File: config.mk
export PLATFORM = sky130hd
export DESIGN_NAME = i2c_reg_master
export DESIGN_NICKNAME = d
export VERILOG_FILES = /design/src/rtl/i2c_reg_pkg.sv /design/src/rtl/i2c_interval_timer.sv /design/src/rtl/i2c_xfer_ctrl.sv /design/src/rtl/i2c_reg_master.sv
export SDC_FILE = /design/constraint.sdc
export NUM_CORES = 1
export LEC_CHECK = 0
export ABC_AREA = 0
export ABC_CLOCK_PERIOD_IN_PS = 2500
export CAP_MARGIN = 20
export CORE_MARGIN = 10
export CORE_UTILIZATION = 64
export DETAILED_ROUTE_END_ITERATION = 16
export DONT_BUFFER_PORTS = 1
export GPL_ROUTABILITY_DRIVEN = 0
export PLACE_DENSITY = 0.83
export REMOVE_ABC_BUFFERS = 1
export SLEW_MARGIN = 5
export SYNTH_ARGS = -nofsm -noshare
export SYNTH_HDL_FRONTEND = slang
export SYNTH_SLANG_ARGS = --single-unit
File: constraint.sdc
create_clock -name clk -period 2.5 [get_ports clk]
set_clock_uncertainty 0.05 [all_clocks]
set_input_delay 0.375 -clock clk [delete_from_list [all_inputs] [get_ports clk]]
set_output_delay 0.375 -clock clk [all_outputs]
set_load 0.01 [all_outputs]
File: src/rtl/i2c_reg_pkg.sv
`timescale 1ns/1ps
// Package: shared types for the single-register I2C master.
// Assumes a bit slot of four quarters, with SCL high in quarters 1 and 2.
package i2c_reg_pkg;

    typedef enum logic [3:0] {
        XS_IDLE,
        XS_LAUNCH,
        XS_START,
        XS_TXBYTE,
        XS_TXACK,
        XS_RSTART,
        XS_RXBYTE,
        XS_MNACK,
        XS_STOP
    } xfer_state_e;

    typedef enum logic [1:0] {
        BY_ADDR_W,
        BY_REG,
        BY_DATA,
        BY_ADDR_R
    } byte_stage_e;

    typedef struct packed {
        logic [6:0] sa;
        logic       rd;
        logic [7:0] ra;
        logic [7:0] wd;
    } cmd_t;

    typedef struct packed {
        logic scl;       // 1 = released
        logic sda_pull;  // 1 = pull SDA low
    } lines_t;

    // Line levels for a given slot kind, quarter and outgoing bit.
    function automatic lines_t slot_lines(xfer_state_e st, logic [1:0] q, logic txbit);
        lines_t l;
        logic   mid;
        mid = (q == 2'd1) || (q == 2'd2);
        l   = '{scl: 1'b1, sda_pull: 1'b0};
        case (st)
            XS_START: begin
                l.scl      = (q == 2'd0) || (q == 2'd1);
                l.sda_pull = (q != 2'd0);
            end
            XS_TXBYTE: begin
                l.scl      = mid;
                l.sda_pull = !txbit;
            end
            XS_TXACK, XS_RXBYTE, XS_MNACK: begin
                l.scl      = mid;
                l.sda_pull = 1'b0;
            end
            XS_RSTART: begin
                l.scl      = mid;
                l.sda_pull = (q == 2'd2) || (q == 2'd3);
            end
            XS_STOP: begin
                l.scl      = (q != 2'd0);
                l.sda_pull = (q == 2'd0) || (q == 2'd1);
            end
            default: l = '{scl: 1'b1, sda_pull: 1'b0};
        endcase
        return l;
    endfunction

endpackage

File: src/rtl/i2c_interval_timer.sv
`timescale 1ns/1ps
// Module: interval timer.
// Emits a one-cycle tick every INTERVAL cycles while run_i is high.
// The count restarts from zero whenever run_i is low. Assumes INTERVAL >= 1.
module i2c_interval_timer #(
    parameter int unsigned INTERVAL = 4
) (
    input  logic clk,
    input  logic rst_n,
    input  logic run_i,
    output logic tick_o
);
    localparam int unsigned CW = (INTERVAL > 1) ? $clog2(INTERVAL) : 1;
    localparam logic [CW-1:0] LAST = CW'(INTERVAL - 1);

    logic [CW-1:0] cnt_q;

    assign tick_o = run_i && (cnt_q == LAST);

    // Count cycles within the current interval.
    always_ff @(posedge clk) begin
        if (!rst_n || !run_i) begin
            cnt_q <= '0;
        end else if (tick_o) begin
            cnt_q <= '0;
        end else begin
            cnt_q <= cnt_q + 1'b1;
        end
    end
endmodule

File: src/rtl/i2c_xfer_ctrl.sv
`timescale 1ns/1ps
// Module: transfer sequencer.
// Walks through the slots of one write or read transaction. Samples SDA at
// the end of quarter 2 and registers both line levels.
// Assumes qtick_i pulses once per quarter while bus_run_o is high, and
// launch_done_i pulses once at the end of the launch delay.
module i2c_xfer_ctrl
    import i2c_reg_pkg::*;
(
    input  logic       clk,
    input  logic       rst_n,
    input  logic       start_i,
    input  cmd_t       cmd_i,
    input  logic       launch_done_i,
    input  logic       qtick_i,
    input  logic       sda_i,
    output logic       launch_run_o,
    output logic       bus_run_o,
    output logic       ready_o,
    output logic       nack_o,
    output logic [7:0] rdata_o,
    output logic [6:0] cmd_sa_o,
    output logic       cmd_rd_o,
    output logic [7:0] cmd_ra_o,
    output logic       scl_o,
    output logic       sda_oe_o
);
    xfer_state_e state_q;
    byte_stage_e stage_q;
    logic [1:0]  phase_q;
    logic [2:0]  bit_q;
    logic [7:0]  shift_q;
    cmd_t        cmd_q;
    logic [7:0]  rdata_q;
    logic        nack_q;
    lines_t      lines_q;
    logic        slot_end;
    logic        sample_now;

    assign ready_o      = (state_q == XS_IDLE) || (state_q == XS_LAUNCH);
    assign launch_run_o = (state_q == XS_LAUNCH);
    assign bus_run_o    = !ready_o;
    assign slot_end     = qtick_i && (phase_q == 2'd3);
    assign sample_now   = qtick_i && (phase_q == 2'd2);

    // Sequence the slots, shift the bytes and latch the results.
    always_ff @(posedge clk) begin
        if (!rst_n) begin
            state_q <= XS_IDLE;
            stage_q <= BY_ADDR_W;
            phase_q <= '0;
            bit_q   <= '0;
            shift_q <= '0;
            cmd_q   <= '0;
            rdata_q <= '0;
            nack_q  <= 1'b0;
        end else begin
            case (state_q)
                XS_IDLE: begin
                    if (start_i) begin
                        cmd_q   <= cmd_i;
                        nack_q  <= 1'b0;
                        state_q <= XS_LAUNCH;
                    end
                end
                XS_LAUNCH: begin
                    if (launch_done_i) begin
                        state_q <= XS_START;
                        phase_q <= '0;
                    end
                end
                default: begin
                    if (sample_now) begin
                        if (state_q == XS_TXACK && sda_i) begin
                            nack_q <= 1'b1;
                        end
                        if (state_q == XS_RXBYTE) begin
                            shift_q <= {shift_q[6:0], sda_i};
                        end
                    end
                    if (qtick_i) begin
                        phase_q <= phase_q + 1'b1;
                    end
                    if (slot_end) begin
                        case (state_q)
                            XS_START: begin
                                state_q <= XS_TXBYTE;
                                stage_q <= BY_ADDR_W;
                                shift_q <= {cmd_q.sa, 1'b0};
                                bit_q   <= '0;
                            end
                            XS_TXBYTE: begin
                                if (bit_q == 3'd7) begin
                                    state_q <= XS_TXACK;
                                end else begin
                                    bit_q   <= bit_q + 1'b1;
                                    shift_q <= {shift_q[6:0], 1'b0};
                                end
                            end
                            XS_TXACK: begin
                                bit_q <= '0;
                                if (nack_q) begin
                                    state_q <= XS_STOP;
                                end else begin
                                    case (stage_q)
                                        BY_ADDR_W: begin
                                            shift_q <= cmd_q.ra;
                                            stage_q <= BY_REG;
                                            state_q <= XS_TXBYTE;
                                        end
                                        BY_REG: begin
                                            if (cmd_q.rd) begin
                                                state_q <= XS_RSTART;
                                            end else begin
                                                shift_q <= cmd_q.wd;
                                                stage_q <= BY_DATA;
                                                state_q <= XS_TXBYTE;
                                            end
                                        end
                                        BY_DATA:   state_q <= XS_STOP;
                                        default:   state_q <= XS_RXBYTE;
                                    endcase
                                end
                            end
                            XS_RSTART: begin
                                state_q <= XS_TXBYTE;
                                stage_q <= BY_ADDR_R;
                                shift_q <= {cmd_q.sa, 1'b1};
                                bit_q   <= '0;
                            end
                            XS_RXBYTE: begin
                                if (bit_q == 3'd7) begin
                                    rdata_q <= shift_q;
                                    state_q <= XS_MNACK;
                                end else begin
                                    bit_q <= bit_q + 1'b1;
                                end
                            end
                            XS_MNACK: state_q <= XS_STOP;
                            default:  state_q <= XS_IDLE;
                        endcase
                    end
                end
            endcase
        end
    end

    // Register the line levels so the pins never glitch.
    always_ff @(posedge clk) begin
        if (!rst_n) begin
            lines_q <= '{scl: 1'b1, sda_pull: 1'b0};
        end else begin
            lines_q <= slot_lines(state_q, phase_q, shift_q[7]);
        end
    end

    assign nack_o   = nack_q;
    assign rdata_o  = rdata_q;
    assign cmd_sa_o = cmd_q.sa;
    assign cmd_rd_o = cmd_q.rd;
    assign cmd_ra_o = cmd_q.ra;
    assign scl_o    = lines_q.scl;
    assign sda_oe_o = lines_q.sda_pull;
endmodule

File: src/rtl/i2c_reg_master.sv
`timescale 1ns/1ps
// Module: single-register I2C master, top level.
// Ties together the launch delay timer, the quarter-period timer and the
// sequencer, and packs the status word.
// Assumes open-drain lines with external pull-ups and no clock stretching.
module i2c_reg_master
    import i2c_reg_pkg::*;
#(
    parameter int unsigned QUARTER_CYC = 83,
    parameter int unsigned LAUNCH_CYC  = 132
) (
    input  logic        clk,
    input  logic        rst_n,
    input  logic        start_i,
    input  logic        rd_i,
    input  logic [6:0]  slave_addr_i,
    input  logic [7:0]  reg_addr_i,
    input  logic [7:0]  wdata_i,
    input  logic        sda_i,
    output logic        ready_o,
    output logic        nack_o,
    output logic [7:0]  rdata_o,
    output logic [31:0] status_o,
    output logic        scl_o,
    output logic        sda_oe_o
);
    cmd_t       cmd;
    logic       launch_run;
    logic       launch_done;
    logic       bus_run;
    logic       qtick;
    logic [6:0] cmd_sa;
    logic       cmd_rd;
    logic [7:0] cmd_ra;

    assign cmd = '{sa: slave_addr_i, rd: rd_i, ra: reg_addr_i, wd: wdata_i};

    i2c_interval_timer #(.INTERVAL(LAUNCH_CYC)) launch_tmr_i (
        .clk    (clk),
        .rst_n  (rst_n),
        .run_i  (launch_run),
        .tick_o (launch_done)
    );

    i2c_interval_timer #(.INTERVAL(QUARTER_CYC)) quarter_tmr_i (
        .clk    (clk),
        .rst_n  (rst_n),
        .run_i  (bus_run),
        .tick_o (qtick)
    );

    i2c_xfer_ctrl ctrl_i (
        .clk           (clk),
        .rst_n         (rst_n),
        .start_i       (start_i),
        .cmd_i         (cmd),
        .launch_done_i (launch_done),
        .qtick_i       (qtick),
        .sda_i         (sda_i),
        .launch_run_o  (launch_run),
        .bus_run_o     (bus_run),
        .ready_o       (ready_o),
        .nack_o        (nack_o),
        .rdata_o       (rdata_o),
        .cmd_sa_o      (cmd_sa),
        .cmd_rd_o      (cmd_rd),
        .cmd_ra_o      (cmd_ra),
        .scl_o         (scl_o),
        .sda_oe_o      (sda_oe_o)
    );

    assign status_o = {6'd0, nack_o, ready_o, rdata_o, cmd_sa, cmd_rd, cmd_ra};
endmodule

Word level (Yosys, flattened, before mapping):

Index checks and enable logic that the tools add are counted.

* reduce and logical (&&, ||, !) cells: 39
* muxes and demuxes: 32
* bitwise gates (word level): 3
* add/sub/neg operators: 4
* equality and inequality tests: 24

Operators with widths (number)
* $mux W8: 6
* $pmux W8 S4: 1
* $mux W4: 6
* $pmux W4 S5: 1
* $eq A4 B3 Y1 const B: 4
* $pmux W8 S2: 1
* $pmux W4 S3: 1
* $reduce_and A4 Y1: 3
* $pmux W2 S5: 1
* $reduce_bool A2 Y1: 5
* $reduce_or A2 Y1: 5
* $add A8 B1 Y8 const B: 1
* $eq A4 B2 Y1 const B: 2
* $eq A8 B8 Y1 const B: 1
* $mux W2: 4
* $pmux W2 S2: 2
* $pmux W4 S2: 1
* $add A7 B1 Y7 const B: 1
* $eq A7 B7 Y1 const B: 1
* $eq A2 B2 Y1 const B: 3
* $logic_or A1 B1 Y1: 6
* $mux W3: 2
* $ne A2 B2 Y1 const B: 3
* $ne A3 B3 Y1 const B: 2
* 24 further kinds: 39

* word-level logic and storage cells: 117
* output and inout bits: 44
* bits in registers: 69
* bits of input ports: 28

Logic depth before layout (Yosys ltp):

* word-level depth: 11
* gate-level depth with buffers: 8
* mapped depth without buffers: 7

By module:

From an unflattened synthesis, not the netlist that was laid out.

* cells, all modules: 480
* area, all modules: 3895.0 µm²

By module, submodules not included
* i2c_xfer_ctrl: seq. area each 1081.0 µm², area each 3079.2 µm², cells an instance 389, times used 1
* i2c_interval_timer (launch_tmr_i): seq. area each 160.2 µm², area each 360.3 µm², cells an instance 39, times used 1
* i2c_interval_timer (quarter_tmr_i): seq. area each 140.1 µm², area each 324.1 µm², cells an instance 34, times used 1
* i2c_reg_master: seq. area each 0.0 µm², area each 131.4 µm², cells an instance 18, times used 1

Least setup slack after synthesis:

Ideal clock, no wire load.

* path kind: register to register
* start point: register ctrl_i.bit_q[0]
* end point: register ctrl_i.bit_q[0]
* clock period less this slack: 1921 ps
* setup time: 70 ps
* data arrival time: 1801 ps
* slack: 579 ps
* buffers on the path: 0
* data required time: 2380 ps
* stages on the path, launching flop included: 8
* path through: dfxtp_1 -> ha_1 -> ha_1 -> a21oi_2 -> a21oi_1 -> a2111o_1 -> or3_1 -> a21oi_1

* word-level cells in the longest chain between the ends: 3
* elaborated cells between the ends (all ways): 6
* classes of those cells: 1 x add/sub; 2 x eq/ne; 2 x mux; 1 x reduce/logical

RTL lines
* start, declared: RTL line i2c_xfer_ctrl.sv:31 `logic [2:0] bit_q;`
* start signal, assigned: RTL line i2c_xfer_ctrl.sv:96 `bit_q <= bit_q + 1'b1;`
* start signal, assigned: RTL line i2c_xfer_ctrl.sv:136 `bit_q <= bit_q + 1'b1;`
* $add A3 B1 Y3 or $eq A3 B3 Y1 (tied branches)
* $mux W3 or $ne A2 B2 Y1 (tied branches)
* $pmux W3 S2 or $reduce_and A4 Y1 (tied branches)

Several ways; a longest one is shown, not always the timed one. The select of a mux whose other input is x is not followed.
A chain may end at the register's enable or synchronous reset.

Final worst setup path:

* start point: register ctrl_i.bit_q[0]
* end point: register ctrl_i.bit_q[1]

The elaborated chain is that of the path after synthesis.

==> run summary <==
worst min-delay path category: input pin to register
setup violation total in the final timing report: 0
crit start category: register
number of rows in the core area: 28
Yosys reg bits: 69
launch instance of the worst register-to-register path: ctrl_i.bit_q[0]
critical path arrival: 2450 ps
post-synth top area share: 0.362
count of nets left with antenna violations after detail routing: 0
final layout net count: 468
height of the die: 97.2 microns
sum of negative setup slack: 0 ps
asr flop ratio synth: 0
Primary FF master, synth: dfxtp_1
die area: 9450 sq um
Cells after Synth: 465
Placement Cell Area: 3620 sq um
critical hold path startpoint: reg_addr_i[2]
total routed wirelength: 8.74 mm
clock-pin slew on the worst setup and hold paths: 80 ps
Non-Filler Cell Area, Final: 3820 sq um
largest cells by area after synthesis: dfxtp_1, nand2_1, buf_4, a21oi_1, nor2_1
per-cell via count in the routed design: 6.25
Critical path origin: ctrl_i.bit_q[0]
count of final hold-check violations: 0
total of max-cap violations: 0
Num CTS Buffers: 9
pin count of the biggest net entering global routing: 28
post-detail-place hpwl: 6.28 mm
initial antenna violation count: 0
cell area after synthesis: 3810 sq um
final instance count without filler cells: 511
cell chosen for the clock root: clkbuf_8
share of final-layout standard cells stronger than drive strength 1: 0.0940
I/O Buffers: 0
number of max-slew violations in the final report: 0
result of the run: finished, final reports clean
share of the clock period used by the worst path: 0.887
Initial DRT Pass Iterations: 5
synth cell count leaders: nand2_1, dfxtp_1, a21oi_1, nor2_1, buf_4
Remaining Overflow, GRT: 0
worst-path fanout max: 8
type of element capturing the critical path: register
post-synthesis cell type with the largest combined area: dfxtp_1
synth unique cells: 65
Post-Place Cells: 495
Top-Level Pins: 72
final standard cell utilization of the core: 0.653
htree depth: 3
Yosys Warn Count: 0
initial standard-cell utilization of the core: 0.652
number of antenna repair diodes: 0
syn avg cell area: 8.20 sq um
maximum VDD drop: 0.000594 V
worst-case headroom to the max-slew limit: 0.540
number of hold buffers added after cts: 0
area growth from synthesis to layout: 0.0983%
power density over the cells: 829 nW/um^2
TritonCTS clock tree: built
average wire per cell in the routed design: 17.1 microns
global-route wire length before repair: 14.6 mm
highest layer used for signal routing: met4
buffers inserted by post-CTS timing repair: 0
die width: 97.2 microns
buffer depth of the longest clock path: 2
violation count after the first detailed-route iteration: 272
kind of critical path: register to register
post-synthesis sequential area ratio: 0.362
Floorplan Core Area: 5850 sq um
fillcell total: 495
met1 routed wirelength after detailed routing: 3.60 mm
metal3 WL: 806 microns
setup repair after global routing missed its margin: false
detailed-routed wire length on met2: 4.15 mm
f_max: 451 MHz
sink count of the clock tree: 69
combined global-route utilization of all metal layers: 0.181
Tightest Pin Transition: 690 ps
total vias in the final route: 3,192
number of gates given a new drive strength after cts: 0
number of remaining DRC errors: 0
critical path data required time: 2730 ps
leakage dissipation: 0.00134 uW
worst-skew pair later-pin latency: 360 ps
leading cell type by number of instances after synthesis: nand2_1
vias in the first global route: 3,087
number of enable-type register cells in the synthesized netlist: 0
Final min period: 2220 ps
-- where the power goes --
group          total, uW  internal (uW)  switching (uW)
clock                927            467             460
combinational        851            345             505
sequential          1390           1200             184
-- worst paths after layout --
check	endpoint	slack, ps	cells past startpoint
setup / recovery	ctrl_i.bit_q[1]	280	7
hold / removal	ctrl_i.cmd_ra_o[2]	90	2
setup reg to reg	ctrl_i.bit_q[1]	280	7
hold reg to reg	ctrl_i.cmd_q[4]	400	2
-- worst max-delay path, stage by stage, from the launching register on --
cell	delay [ps]
dfxtp_1	330
ha_1	200
ha_1	300
a21oi_2	210
a21oi_1	70
a2111o_1	500
or3_1	330
a21oi_1	150
-- layout by cell type (no fill, tap or decap), types with 6 or more instances in the layout --
cell type	n
clkbuf_8	9
o21ai_0	11
dfxtp_1	69
xnor2_1	7
a32oi_1	14
conb_1	6
nand4_1	8
and3_1	7
inv_1	11
nand2_1	72
nand3_1	8
nand2b_1	13
a21oi_1	43
buf_4	8
ha_1	9
mux2i_1	9
o22ai_1	10
nor2_1	42
-- metal layers --
layer  up-vias  global-route usage
li1       1540                   -
met2       140               0.297
met4         0              0.0704
met1      1492               0.208
met3        20              0.0690
met5         -                   0
-- state kept, by name, indices dropped and copies added (netlist names), 2 cells and up --
signal	count
ctrl_i.cmd_sa_o	7
ctrl_i.stage_q	2
quarter_tmr_i.cnt_q	7
ctrl_i.rdata_o	8
ctrl_i.cmd_q	8
ctrl_i.cmd_ra_o	8
ctrl_i.phase_q	2
ctrl_i.bit_q	3
ctrl_i.state_q	4
ctrl_i.shift_q	8
launch_tmr_i.cnt_q	8
-- cell type report --
class,instances,area (sq um),share of cell area
inverters,14,52.6,0.0138
clock inverters,7,73.8,0.0193
multi-input cells,329,2030,0.532
flip-flops and latches,69,1380,0.362
repair buffers,8,60.1,0.0157
clock buffers,9,124,0.0324
well taps,75,93.8,0.0246
-- metrics by stage --
step	setup WS, ps	power [uW]	hold slack [ps]
floorplan	341	2010	376
global placement	395	2210	387
detailed placement	328	2250	393
CTS	302	3170	83.1
global route	164	3340	80.7
finish	284	3170	90.8
-- cell families after synthesis --
family,share of synthesized area
compound gates,0.197
xor+xnor,0.0275
fa+ha+maj,0.0295
buf+inv,0.110
flops,0.362
mux,0.0236
other cells,0.000983
simple gates,0.249
Note: power is estimated with default switching activity, not from simulation.
